$ cat config.mk
export PLATFORM = sky130hd
export DESIGN_NAME = cmdbyte_i2c_target
export DESIGN_NICKNAME = d
export VERILOG_FILES = /design/src/rtl/cbi_pkg.sv /design/src/rtl/cbi_line_sync.sv /design/src/rtl/cbi_bus_events.sv /design/src/rtl/cbi_cmd_decode.sv /design/src/rtl/cmdbyte_i2c_target.sv
export SDC_FILE = /design/constraint.sdc
export NUM_CORES = 1
export LEC_CHECK = 0
export BUFFER_PORTS_ARGS = -buffer_cell sky130_fd_sc_hd__buf_2
export CAP_MARGIN = 20
export CORE_MARGIN = 2
export CORE_UTILIZATION = 45
export DETAILED_ROUTE_END_ITERATION = 6
export MAX_ROUTING_LAYER = met4
export PLACE_DENSITY = 0.65
export SYNTH_ARGS = -nofsm -noshare
export SYNTH_HDL_FRONTEND = slang
export SYNTH_HIERARCHICAL = 1
export SYNTH_SLANG_ARGS = --single-unit
$ cat constraint.sdc
create_clock -name clk -period 2.7 [get_ports clk]
set_clock_uncertainty 0.1 [all_clocks]
set_input_delay 0.54 -clock clk [delete_from_list [all_inputs] [get_ports clk]]
set_output_delay 0.54 -clock clk [all_outputs]
set_load 0.02 [all_outputs]
$ cat src/rtl/cbi_pkg.sv
package cbi_pkg;
  localparam int BYTE_W     = 8;
  localparam int WIPER_W    = 6;
  localparam int CFG_W      = 3;
  localparam int ADDR_PIN_W = 3;

  typedef enum logic [2:0] {
    ST_IDLE, ST_ADDR, ST_AACK, ST_WDATA, ST_WACK, ST_RDATA, ST_RACK, ST_IGN
  } cbi_state_t;

  typedef enum logic [1:0] {
    SEL_W0 = 2'b00, SEL_W1 = 2'b01, SEL_CFG = 2'b10, SEL_RSV = 2'b11
  } cbi_sel_t;

  // Address bits 7..1 against fixed prefix plus strap pins
  function automatic logic addr_match(input logic [BYTE_W-1:0] b,
                                      input logic [3:0] hi,
                                      input logic [ADDR_PIN_W-1:0] pins);
    return b[BYTE_W-1:1] == {hi, pins};
  endfunction

  // Read cycle slot after the given one: 0 -> 1 -> 2 -> 0
  function automatic logic [1:0] next_slot(input logic [1:0] s);
    return (s == 2'd2) ? 2'd0 : s + 2'd1;
  endfunction

  // Byte returned for a read slot, select code in the top two bits
  function automatic logic [BYTE_W-1:0] readback_byte(input logic [1:0] s,
                                                      input logic [WIPER_W-1:0] w0,
                                                      input logic [WIPER_W-1:0] w1,
                                                      input logic [CFG_W-1:0] cfg);
    logic [BYTE_W-1:0] b;
    case (s)
      2'd0:    b = {SEL_W0, w0};
      2'd1:    b = {SEL_W1, w1};
      default: b = {SEL_CFG, {(BYTE_W-2-CFG_W){1'b0}}, cfg};
    endcase
    return b;
  endfunction
endpackage

$ cat src/rtl/cbi_line_sync.sv
module cbi_line_sync #(
  parameter int WIDTH  = 3,
  parameter int STAGES = 2
)(
  input  logic             clk,
  input  logic             rst_n,
  input  logic [WIDTH-1:0] d_i,
  output logic [WIDTH-1:0] q_o
);
  // One shift chain per lane; lanes reset to the idle-high level
  for (genvar lane = 0; lane < WIDTH; lane++) begin : g_lane
    logic [STAGES-1:0] chain;
    always_ff @(posedge clk or negedge rst_n) begin
      if (!rst_n) chain <= '1;
      else        chain <= {chain[STAGES-2:0], d_i[lane]};
    end
    assign q_o[lane] = chain[STAGES-1];
  end
endmodule

$ cat src/rtl/cbi_bus_events.sv
module cbi_bus_events (
  input  logic clk,
  input  logic rst_n,
  input  logic scl_i,
  input  logic sda_i,
  output logic scl_rise_o,
  output logic scl_fall_o,
  output logic start_o,
  output logic stop_o
);
  logic scl_q, sda_q;

  always_ff @(posedge clk or negedge rst_n) begin
    if (!rst_n) begin
      scl_q <= 1'b1;
      sda_q <= 1'b1;
    end else begin
      scl_q <= scl_i;
      sda_q <= sda_i;
    end
  end

  assign scl_rise_o = scl_i & ~scl_q;
  assign scl_fall_o = ~scl_i & scl_q;
  assign start_o    = scl_i & scl_q & sda_q & ~sda_i;
  assign stop_o     = scl_i & scl_q & ~sda_q & sda_i;
endmodule

$ cat src/rtl/cbi_cmd_decode.sv
module cbi_cmd_decode
  import cbi_pkg::*;
(
  input  logic [BYTE_W-1:0] cmd_i,
  input  logic              fire_i,
  output logic              hit_w0_o,
  output logic              hit_w1_o,
  output logic              hit_cfg_o
);
  cbi_sel_t sel;
  assign sel       = cbi_sel_t'(cmd_i[BYTE_W-1 -: 2]);
  assign hit_w0_o  = fire_i && (sel == SEL_W0);
  assign hit_w1_o  = fire_i && (sel == SEL_W1);
  assign hit_cfg_o = fire_i && (sel == SEL_CFG);
endmodule

$ cat src/rtl/cmdbyte_i2c_target.sv
module cmdbyte_i2c_target
  import cbi_pkg::*;
#(
  parameter logic [3:0] ADDR_HI     = 4'b0101,
  parameter int         SYNC_STAGES = 2
)(
  input  logic                  clk,
  input  logic                  rst_n,
  input  logic                  scl_i,
  input  logic                  sda_i,
  output logic                  sda_oe_o,
  input  logic                  bus_en_n_i,
  input  logic [ADDR_PIN_W-1:0] addr_pins_i,
  input  logic                  busy_i,
  input  logic [WIPER_W-1:0]    rd_w0_i,
  input  logic [WIPER_W-1:0]    rd_w1_i,
  input  logic [CFG_W-1:0]      rd_cfg_i,
  output logic                  upd_w0_o,
  output logic                  upd_w1_o,
  output logic                  upd_cfg_o,
  output logic [WIPER_W-1:0]    upd_val_o
);
  localparam int LINE_N = 3;
  localparam int CNT_W  = $clog2(BYTE_W + 1);
  localparam logic [CNT_W-1:0] FULL = CNT_W'(BYTE_W);

  // Synchronised lines
  logic [LINE_N-1:0] raw_lines, sync_lines;
  logic scl_s, sda_s, gate_off;
  assign raw_lines = {bus_en_n_i, sda_i, scl_i};

  cbi_line_sync #(.WIDTH(LINE_N), .STAGES(SYNC_STAGES)) u_sync (
    .clk(clk), .rst_n(rst_n), .d_i(raw_lines), .q_o(sync_lines)
  );
  assign scl_s    = sync_lines[0];
  assign sda_s    = sync_lines[1];
  assign gate_off = sync_lines[2];

  // Bus events
  logic scl_rise, scl_fall, start_ev, stop_ev;
  cbi_bus_events u_ev (
    .clk(clk), .rst_n(rst_n), .scl_i(scl_s), .sda_i(sda_s),
    .scl_rise_o(scl_rise), .scl_fall_o(scl_fall),
    .start_o(start_ev), .stop_o(stop_ev)
  );

  // State
  cbi_state_t        st;
  logic [CNT_W-1:0]  bit_cnt;
  logic [BYTE_W-1:0] shreg, txreg;
  logic [1:0]        slot;
  logic              rd_mode, mack;

  // Named internal events
  logic              addr_hit_w, addr_take_w, byte_full_w, cmd_fire_w;
  logic [1:0]        slot_next_w;
  logic [BYTE_W-1:0] rb_now_w, rb_next_w;
  logic              dec_w0, dec_w1, dec_cfg, upd_any_w;

  assign addr_hit_w  = addr_match(shreg, ADDR_HI, addr_pins_i);
  assign addr_take_w = addr_hit_w & ~busy_i;
  assign byte_full_w = (bit_cnt == FULL);
  assign cmd_fire_w  = (st == ST_WACK) & scl_fall & ~gate_off;
  assign slot_next_w = next_slot(slot);
  assign rb_now_w    = readback_byte(slot, rd_w0_i, rd_w1_i, rd_cfg_i);
  assign rb_next_w   = readback_byte(slot_next_w, rd_w0_i, rd_w1_i, rd_cfg_i);
  assign upd_any_w   = upd_w0_o | upd_w1_o | upd_cfg_o;

  cbi_cmd_decode u_dec (
    .cmd_i(shreg), .fire_i(cmd_fire_w),
    .hit_w0_o(dec_w0), .hit_w1_o(dec_w1), .hit_cfg_o(dec_cfg)
  );

  always_ff @(posedge clk or negedge rst_n) begin
    if (!rst_n) begin
      st        <= ST_IDLE;
      bit_cnt   <= '0;
      shreg     <= '0;
      txreg     <= '0;
      slot      <= 2'd0;
      rd_mode   <= 1'b0;
      mack      <= 1'b0;
      sda_oe_o  <= 1'b0;
      upd_w0_o  <= 1'b0;
      upd_w1_o  <= 1'b0;
      upd_cfg_o <= 1'b0;
      upd_val_o <= '0;
    end else begin
      upd_w0_o  <= dec_w0;
      upd_w1_o  <= dec_w1;
      upd_cfg_o <= dec_cfg;
      if (cmd_fire_w) upd_val_o <= shreg[WIPER_W-1:0];

      if (gate_off) begin
        st       <= ST_IDLE;
        sda_oe_o <= 1'b0;
        rd_mode  <= 1'b0;
      end else if (start_ev) begin
        st       <= ST_ADDR;
        bit_cnt  <= '0;
        slot     <= 2'd0;
        rd_mode  <= 1'b0;
        sda_oe_o <= 1'b0;
      end else if (stop_ev) begin
        st       <= ST_IDLE;
        rd_mode  <= 1'b0;
        sda_oe_o <= 1'b0;
      end else begin
        case (st)
          ST_ADDR, ST_WDATA: begin
            if (scl_rise) begin
              shreg   <= {shreg[BYTE_W-2:0], sda_s};
              bit_cnt <= bit_cnt + 1'b1;
            end else if (scl_fall && byte_full_w) begin
              bit_cnt <= '0;
              if (st == ST_WDATA) begin
                sda_oe_o <= 1'b1;
                st       <= ST_WACK;
              end else if (addr_take_w) begin
                sda_oe_o <= 1'b1;
                st       <= ST_AACK;
              end else begin
                sda_oe_o <= 1'b0;
                st       <= ST_IGN;
              end
            end
          end
          ST_AACK: begin
            if (scl_fall) begin
              if (shreg[0]) begin
                rd_mode  <= 1'b1;
                sda_oe_o <= ~rb_now_w[BYTE_W-1];
                txreg    <= {rb_now_w[BYTE_W-2:0], 1'b0};
                st       <= ST_RDATA;
              end else begin
                sda_oe_o <= 1'b0;
                st       <= ST_WDATA;
              end
            end
          end
          ST_WACK: begin
            if (scl_fall) begin
              sda_oe_o <= 1'b0;
              st       <= ST_WDATA;
            end
          end
          ST_RDATA: begin
            if (scl_rise) begin
              bit_cnt <= bit_cnt + 1'b1;
            end else if (scl_fall) begin
              if (byte_full_w) begin
                bit_cnt  <= '0;
                sda_oe_o <= 1'b0;
                st       <= ST_RACK;
              end else begin
                sda_oe_o <= ~txreg[BYTE_W-1];
                txreg    <= {txreg[BYTE_W-2:0], 1'b0};
              end
            end
          end
          ST_RACK: begin
            if (scl_rise) begin
              mack <= ~sda_s;
            end else if (scl_fall) begin
              if (mack) begin
                slot     <= slot_next_w;
                sda_oe_o <= ~rb_next_w[BYTE_W-1];
                txreg    <= {rb_next_w[BYTE_W-2:0], 1'b0};
                st       <= ST_RDATA;
              end else begin
                rd_mode <= 1'b0;
                st      <= ST_IGN;
              end
            end
          end
          default: ;
        endcase
      end
    end
  end

  // Assertions next to the logic they guard
  AST_ACK_ADDR: assert property (@(posedge clk) disable iff (!rst_n)
    (st == ST_AACK && $past(st) == ST_ADDR) |-> ($past(shreg[BYTE_W-1:1]) == {ADDR_HI, $past(addr_pins_i)}));
  AST_BUSY_NACK: assert property (@(posedge clk) disable iff (!rst_n)
    (st == ST_AACK && $past(st) == ST_ADDR) |-> !$past(busy_i));
  AST_GATE_QUIET: assert property (@(posedge clk) disable iff (!rst_n)
    gate_off |=> (!sda_oe_o && !upd_any_w));
  AST_ONE_STROBE: assert property (@(posedge clk) disable iff (!rst_n)
    $onehot0({upd_w0_o, upd_w1_o, upd_cfg_o}));
  AST_STROBE_PULSE: assert property (@(posedge clk) disable iff (!rst_n)
    upd_any_w |=> !upd_any_w);
  AST_READ_NO_UPDATE: assert property (@(posedge clk) disable iff (!rst_n)
    rd_mode |-> !upd_any_w);
  AST_IGNORE_SILENT: assert property (@(posedge clk) disable iff (!rst_n)
    (st == ST_IGN) |-> !sda_oe_o);
  AST_START_RESTART: assert property (@(posedge clk) disable iff (!rst_n)
    (start_ev && !gate_off) |=> (st == ST_ADDR && slot == 2'd0));
  AST_NACK_RELEASE: assert property (@(posedge clk) disable iff (!rst_n)
    (st == ST_IGN && $past(st) == ST_RACK) |-> !sda_oe_o);
endmodule

==> flow_summary.json, run 1 <==
{
  "status": "complete, no violations",
  "fin_cells": 326,
  "end_kind": "flip-flop",
  "cp.required_ns": 2.78,
  "drive_above_1_share_pct": 34.4,
  "dp_cells": 318,
  "place.gp.congestion": 0.808,
  "power_mw": 1.57,
  "synth_cells": 226,
  "max-cap-violations": 0,
  "io_buffers": 33,
  "max_freq_ghz": 0.448,
  "vias": 1765,
  "vdd_ir_drop_max_v": 0.000420,
  "track_usage_pct": 17.0,
  "core_region_area_um2": 5170,
  "finalHoldViolations": 0,
  "synthesis.nets": 252,
  "cts-root-buf": "clkbuf_8",
  "synth_edf_count": 0,
  "totalWireLength_um": 4620,
  "fp.dieW_um": 77.6,
  "tightest_slew_ns": 0.670,
  "crit_type": "reg -> reg",
  "async_flop_share_pct": 100,
  "first_global_vias": 1585,
  "p_sw_mw": 0.454,
  "ys_warn_count": 6,
  "dp_hpwl_um": 3350,
  "multi_input_area_um2": 1210,
  "r2r_cells": 5,
  "remaining_drc_errors": 0,
  "period_share_pct": 82.7,
  "p_comb_share_pct": 19.1,
  "cts-resized-gates": 0,
  "final_util_pct": 52.7,
  "p_clk_share_pct": 30.9,
  "sw_frac_of_total_pct": 28.9,
  "cp.arrival_ns": 2.31,
  "cp-start-kind": "flip-flop",
  "layout_common_cells": "35 x dfrtp_1, 33 x buf_2, 18 x nand2_1, 14 x nor2_1, 12 x o21ai_0",
  "synthFlopType": "dfrtp_1",
  "clock_latency_ns": 0.29,
  "area_delta_synth_final_pct": 11.7,
  "grt_pass1_wl_um": 7870,
  "syn_area_um2": 2440,
  "hold_class": "in -> async",
  "grt_overflow_total": 0,
  "postCtsSetupRepairBufs": 0,
  "fp-row-count": 26,
  "setup_viol": 0,
  "cp_max_fo": 20,
  "power_density_nw_per_um2": 578,
  "htree_levels": 2,
  "wl_per_cell_um": 14.2,
  "diodes": 0,
  "cts_sinks": 43,
  "first_pass_iters": 4,
  "dieArea_um2": 6030,
  "max-clock-path-buffers": 2,
  "slew-limit-headroom_pct": 55.3,
  "p_leak_nw": 1.24,
  "yosys-top-cells-area": "dfrtp_1 36%, dfstp_2 8.6%, mux2_2 4.2%",
  "die_h_um": 77.6,
  "io_pins": 34,
  "path_clk_slew_ns": 0.08,
  "nFillCells": 489,
  "ctsHoldBuffers": 0,
  "nets": 281,
  "regArea_um2": 1090,
  "grt_max_degree": 24,
  "avgSynthCellArea_um2": 10.8,
  "yosysSeqAreaShare_pct": 44.5,
  "start_util_pct": 47.2,
  "cts_buffers": 5,
  "via_per_inst": 5.41,
  "netlist.area_leader.share_pct": 35.9,
  "finalCriticalPeriod_ns": 2.23,
  "layout_commonest_cell": "dfrtp_1",
  "first_iter_violations": 82,
  "antenna_found_initial": 0,
  "tns_ns": 0,
  "slew_violations": 0,
  "seq_power_share_pct": 50.1,
  "p_int_mw": 1.12,
  "rsz0062_at_grt": "no",
  "ys_types": 60,
  "ys_ff_latch": 43,
  "ant_nets": 0,
  "synth_top_cell_by_area": "dfrtp_1",
  "cts_tree": "yes"
}
final cells by class:
class / instances / share of cell area, %
Tap cell: 70 / 3.21
Sequential cell: 43 / 39.8
Multi-Input combinational cell: 160 / 44.5
Timing Repair Buffer: 39 / 7.71
Clock buffer: 7 / 2.80
Inverter: 6 / 0.826
Clock inverter: 1 / 1.10
registers in the layout, summed over array words and instances, names as in the netlist:
| register | flops |
|---|---|
| mack | 1 |
| sda_oe_o | 1 |
| st | 3 |
| upd_val_o | 6 |
| u_ev/scl_q | 1 |
| bit_cnt | 4 |
| slot | 2 |
| upd_w1_o | 1 |
| upd_cfg_o | 1 |
| u_ev/sda_q | 1 |
| shreg | 8 |
| txreg | 7 |
| upd_w0_o | 1 |
| u_sync/g_lane.chain | 6 |
synthesized netlist by cell type (2+ instances only):
cell type and instances:
a222oi_1 3, inv_1 6, a21o_1 2, buf_2 4
mux2i_1 6, a21oi_1 8, ha_1 2, nand2_1 18
buf_6 3, and4b_1 4, o211ai_1 3, nand3_1 6
mux2_2 9, o21ai_0 12, nor2b_1 4, xor2_1 3
dfstp_2 8, nand3b_1 3, dfrtp_1 35, a22oi_1 4
and3b_1 3, nor3_1 4, a31oi_1 4, nor3b_1 2
nor2_2 3, mux2_4 6, clkbuf_1 3, a211oi_1 3
buf_4 7, nor2_1 14, nand2b_1 3, a21oi_2 3
stage by stage:
| step | setup slack, ns | cell area (um2) | hold WS (ns) |
|---|---|---|---|
| after floorplan | 0.641 | 2440 | 0.144 |
| after global placement | 0.525 | 2620 | 0.246 |
| after detailed placement | 0.478 | 2620 | 0.247 |
| after CTS | 0.463 | 2730 | 0.110 |
| after global routing | 0.308 | 2730 | 0.120 |
| final | 0.467 | 2730 | 0.0991 |
per-layer routing:
layer | up-vias | global-route usage, % | part of all wire (%)
met5 | - | - | 0
met4 | 0 | 5.36 | 1.1
met3 | 4 | 4.53 | 2.7
met2 | 26 | 23.5 | 45
met1 | 854 | 24.3 | 51
li1 | 881 | - | -
power groups by stage:
| stage | sequential (mW) | combinational (mW) | clock (mW) |
|---|---|---|---|
| 3_5_place_dp | 0.801 | 0.301 | 0 |
| 2_1_floorplan | 0.734 | 0.285 | 0 |
| 4_1_cts | 0.788 | 0.302 | 0.500 |
| 6_report | 0.788 | 0.300 | 0.486 |
| 5_1_grt | 0.801 | 0.346 | 0.536 |
| 3_3_place_gp | 0.798 | 0.297 | 0 |
path summary, 6_finish.rpt:
kind | slack (ns) | from | end
max | 0.47 | st[0] | upd_val_o[3]
min | 0.1 | rst_n | shreg[3]
max reg2reg | 0.47 | st[0] | upd_val_o[3]
min reg2reg | 0.25 | u_sync/g_lane[2].chain[0] | u_sync/g_lane[2].chain[1]
max in group asynchronous | 1.68 | rst_n | u_ev/scl_q
min in group clk | 0.25 | bus_en_n_i | u_sync/g_lane[2].chain[0]
kinds of logic after synthesis:
| family | count (synthesis) | synth area share [%] |
|---|---|---|
| AND/OR/NAND/NOR | 75 | 18.2 |
| AO/OA/AOI/OAI | 59 | 19.1 |
| flip-flops | 43 | 44.5 |
| buffers and inverters | 23 | 5.74 |
| multiplexers | 21 | 10.3 |
| XOR/XNOR | 3 | 1.08 |
| adder cells (fa/ha/maj) | 2 | 1.03 |
critical path, stage by stage, from the launching register on:
cell      delay (ns)
dfrtp_1         0.61
o211ai_2        0.27
o311ai_2        0.14
nor4_2          0.20
and2b_1         0.45
mux2_4          0.34
Power figures use the tool's default switching activity.
==> run 2: changes to the inputs <==
PLACE_DENSITY = 0.68   (was 0.65)
clock period = 1.9 ns   (was 2.7 ns; I/O delays follow)
==> run 2 against run 1 <==
The flow now finishes with violations (setup timing). Critical path type unchanged. Sequential power grew 38%. Critical endpoint is now txreg[2]. Total power grew 51%. Combinational power grew 95%. Register-to-register slack lost 0.55 ns. Cell count grew 12%. Largest cell class unchanged. Worst setup slack lost 0.55 ns. Via count grew 13%.
==> flow_summary.json, run 2 (synthesis gave the netlist of run 1 again) <==
{
  "status": "finished with violations",
  "violations": "setup timing",
  "layout_common_cells": "33 x dfrtp_1, 33 x buf_2, 30 x buf_4, 17 x nand2_1, 12 x o21ai_0",
  "diodes": 0,
  "grt_overflow_total": 0,
  "cp_max_fo": 7,
  "clock_latency_ns": 0.30,
  "path_clk_slew_ns": 0.08,
  "finalHoldViolations": 0,
  "start_util_pct": 47.2,
  "nFillCells": 411,
  "vdd_ir_drop_max_v": 0.000510,
  "dpl_cell_area_um2": 2900,
  "vias": 2001,
  "htree_levels": 2,
  "max-cap-violations": 0,
  "final_area_um2": 3260,
  "place.gp.congestion": 0.846,
  "cts_sinks": 43,
  "ant_nets": 0,
  "remaining_drc_errors": 0,
  "setup_viol": 17,
  "tightest_slew_ns": 0.448,
  "r2r_start": "u_ev/sda_q",
  "slew-limit-headroom_pct": 70.1,
  "power_density_nw_per_um2": 731,
  "max-clock-path-buffers": 2,
  "finalCriticalPeriod_ns": 1.99,
  "area_delta_synth_final_pct": 33.6,
  "regArea_um2": 1090,
  "rsz0062_at_grt": "yes",
  "cts_tree": "yes",
  "crit_type": "reg -> reg",
  "io_buffers": 33,
  "end_kind": "flip-flop",
  "core_region_area_um2": 5170,
  "cp.arrival_ns": 2.11,
  "cts_buffers": 5,
  "grt_max_degree": 27,
  "p_leak_nw": 1.50,
  "max_freq_ghz": 0.503,
  "wl_per_cell_um": 15.1,
  "largest_register_ffs": 8,
  "dpl_worst_slack_ns": -0.148,
  "hold_class": "in -> reg",
  "crit_start": "u_ev/sda_q",
  "fp-row-count": 26,
  "slew_violations": 0,
  "multi_input_area_um2": 1360,
  "antenna_found_initial": 0,
  "first_pass_iters": 5,
  "dieArea_um2": 6030,
  "die_h_um": 77.6,
  "totalWireLength_um": 5510,
  "cts-root-buf": "clkbuf_8",
  "cp-start-kind": "flip-flop",
  "final_util_pct": 63.0,
  "io_pins": 34,
  "finalWorstSetupSlack_ns": -0.0876,
  "first_iter_violations": 85,
  "nets": 320,
  "fp.dieW_um": 77.6,
  "dp_hpwl_um": 3810,
  "period_share_pct": 105,
  "track_usage_pct": 20.1,
  "reg_top3": "shreg (8), txreg (7)",
  "power_mw": 2.38,
  "hold_path_startpoint": "sda_i",
  "via_per_inst": 5.48,
  "tns_ns": -0.781,
  "drive_above_1_share_pct": 50.8,
  "grt_pass1_wl_um": 9410,
  "first_global_vias": 2051,
  "cp.required_ns": 2.02,
  "regMostFlops": "shreg"
}
==> run 2: cell count changes in the layout (fill, tap and decap cells not counted), moves of 3 or more <==
cell	change
buf_12	+3
buf_4	+24
buf_6	+10
mux2_2	-4
mux2_4	+4
nor2_1	-5
nor2_4	+5
nor2b_1	-3
==> run 2: final timing paths <==
path | to | slack (ns) | depth (start not counted)
min reg2reg | u_sync/g_lane[0].chain[1] | 0.26 | 0
max in group asynchronous | u_ev/scl_q | 0.70 | 3
max reg2reg | txreg[2] | -0.09 | 8
min | u_sync/g_lane[1].chain[0] | 0.07 | 1
max | txreg[2] | -0.09 | 8
min in group asynchronous | bit_cnt[2] | 0.45 | 2
==> run 2: final cells by class <==
| cell class | count | share of cell area [%] |
|---|---|---|
| Clock buffer | 6 | 2.23 |
| Clock inverter | 2 | 1.15 |
| Inverter | 6 | 0.691 |
| Multi-Input combinational cell | 160 | 41.8 |
| Sequential cell | 43 | 33.4 |
| Tap cell | 70 | 2.69 |
| Timing Repair Buffer | 78 | 18.0 |
==> run 2: critical path, cell delays in order, from the launching register on <==
cell and delay, ns:
dfstp_2 0.54, and4b_1 0.22, buf_6 0.13, nor3_4 0.22
nand2_2 0.10, a221oi_4 0.26, buf_12 0.18, nor2_4 0.03
a31oi_1 0.13
==> run 2: stage by stage <==
stage / cells / hold WS [ns]
finish: 365 / 0.0739
global route: 365 / 0.0598
CTS: 367 / 0.0626
global placement: 348 / 0.244
detailed placement: 348 / 0.247
floorplan: 226 / -0.0156
==> run 2: layer usage <==
metal	up-vias	share of wire [%]	global-route usage, %
li1	964	-	-
met3	7	3.9	3.95
met2	34	52	33.1
met4	0	1.3	6.96
met1	996	43	24.7
met5	-	0	-
==> run 2: timing repair <==
item / 4_1_cts / 5_1_grt
cloned: 1 / 0
pin swaps: 7 / 9
setup buffers: 10 / 2
setup endpoints to repair: 27 / 29
hold buffers: 1 / 0
hold endpoints to repair: 14 / 0
resized for setup: 21 / 26
==> run 2: where the power goes <==
| part | total (mW) | switching, mW | internal (mW) |
|---|---|---|---|
| sequential | 1.09 | 0.107 | 0.979 |
| combinational | 0.584 | 0.295 | 0.289 |
| clock | 0.714 | 0.322 | 0.392 |
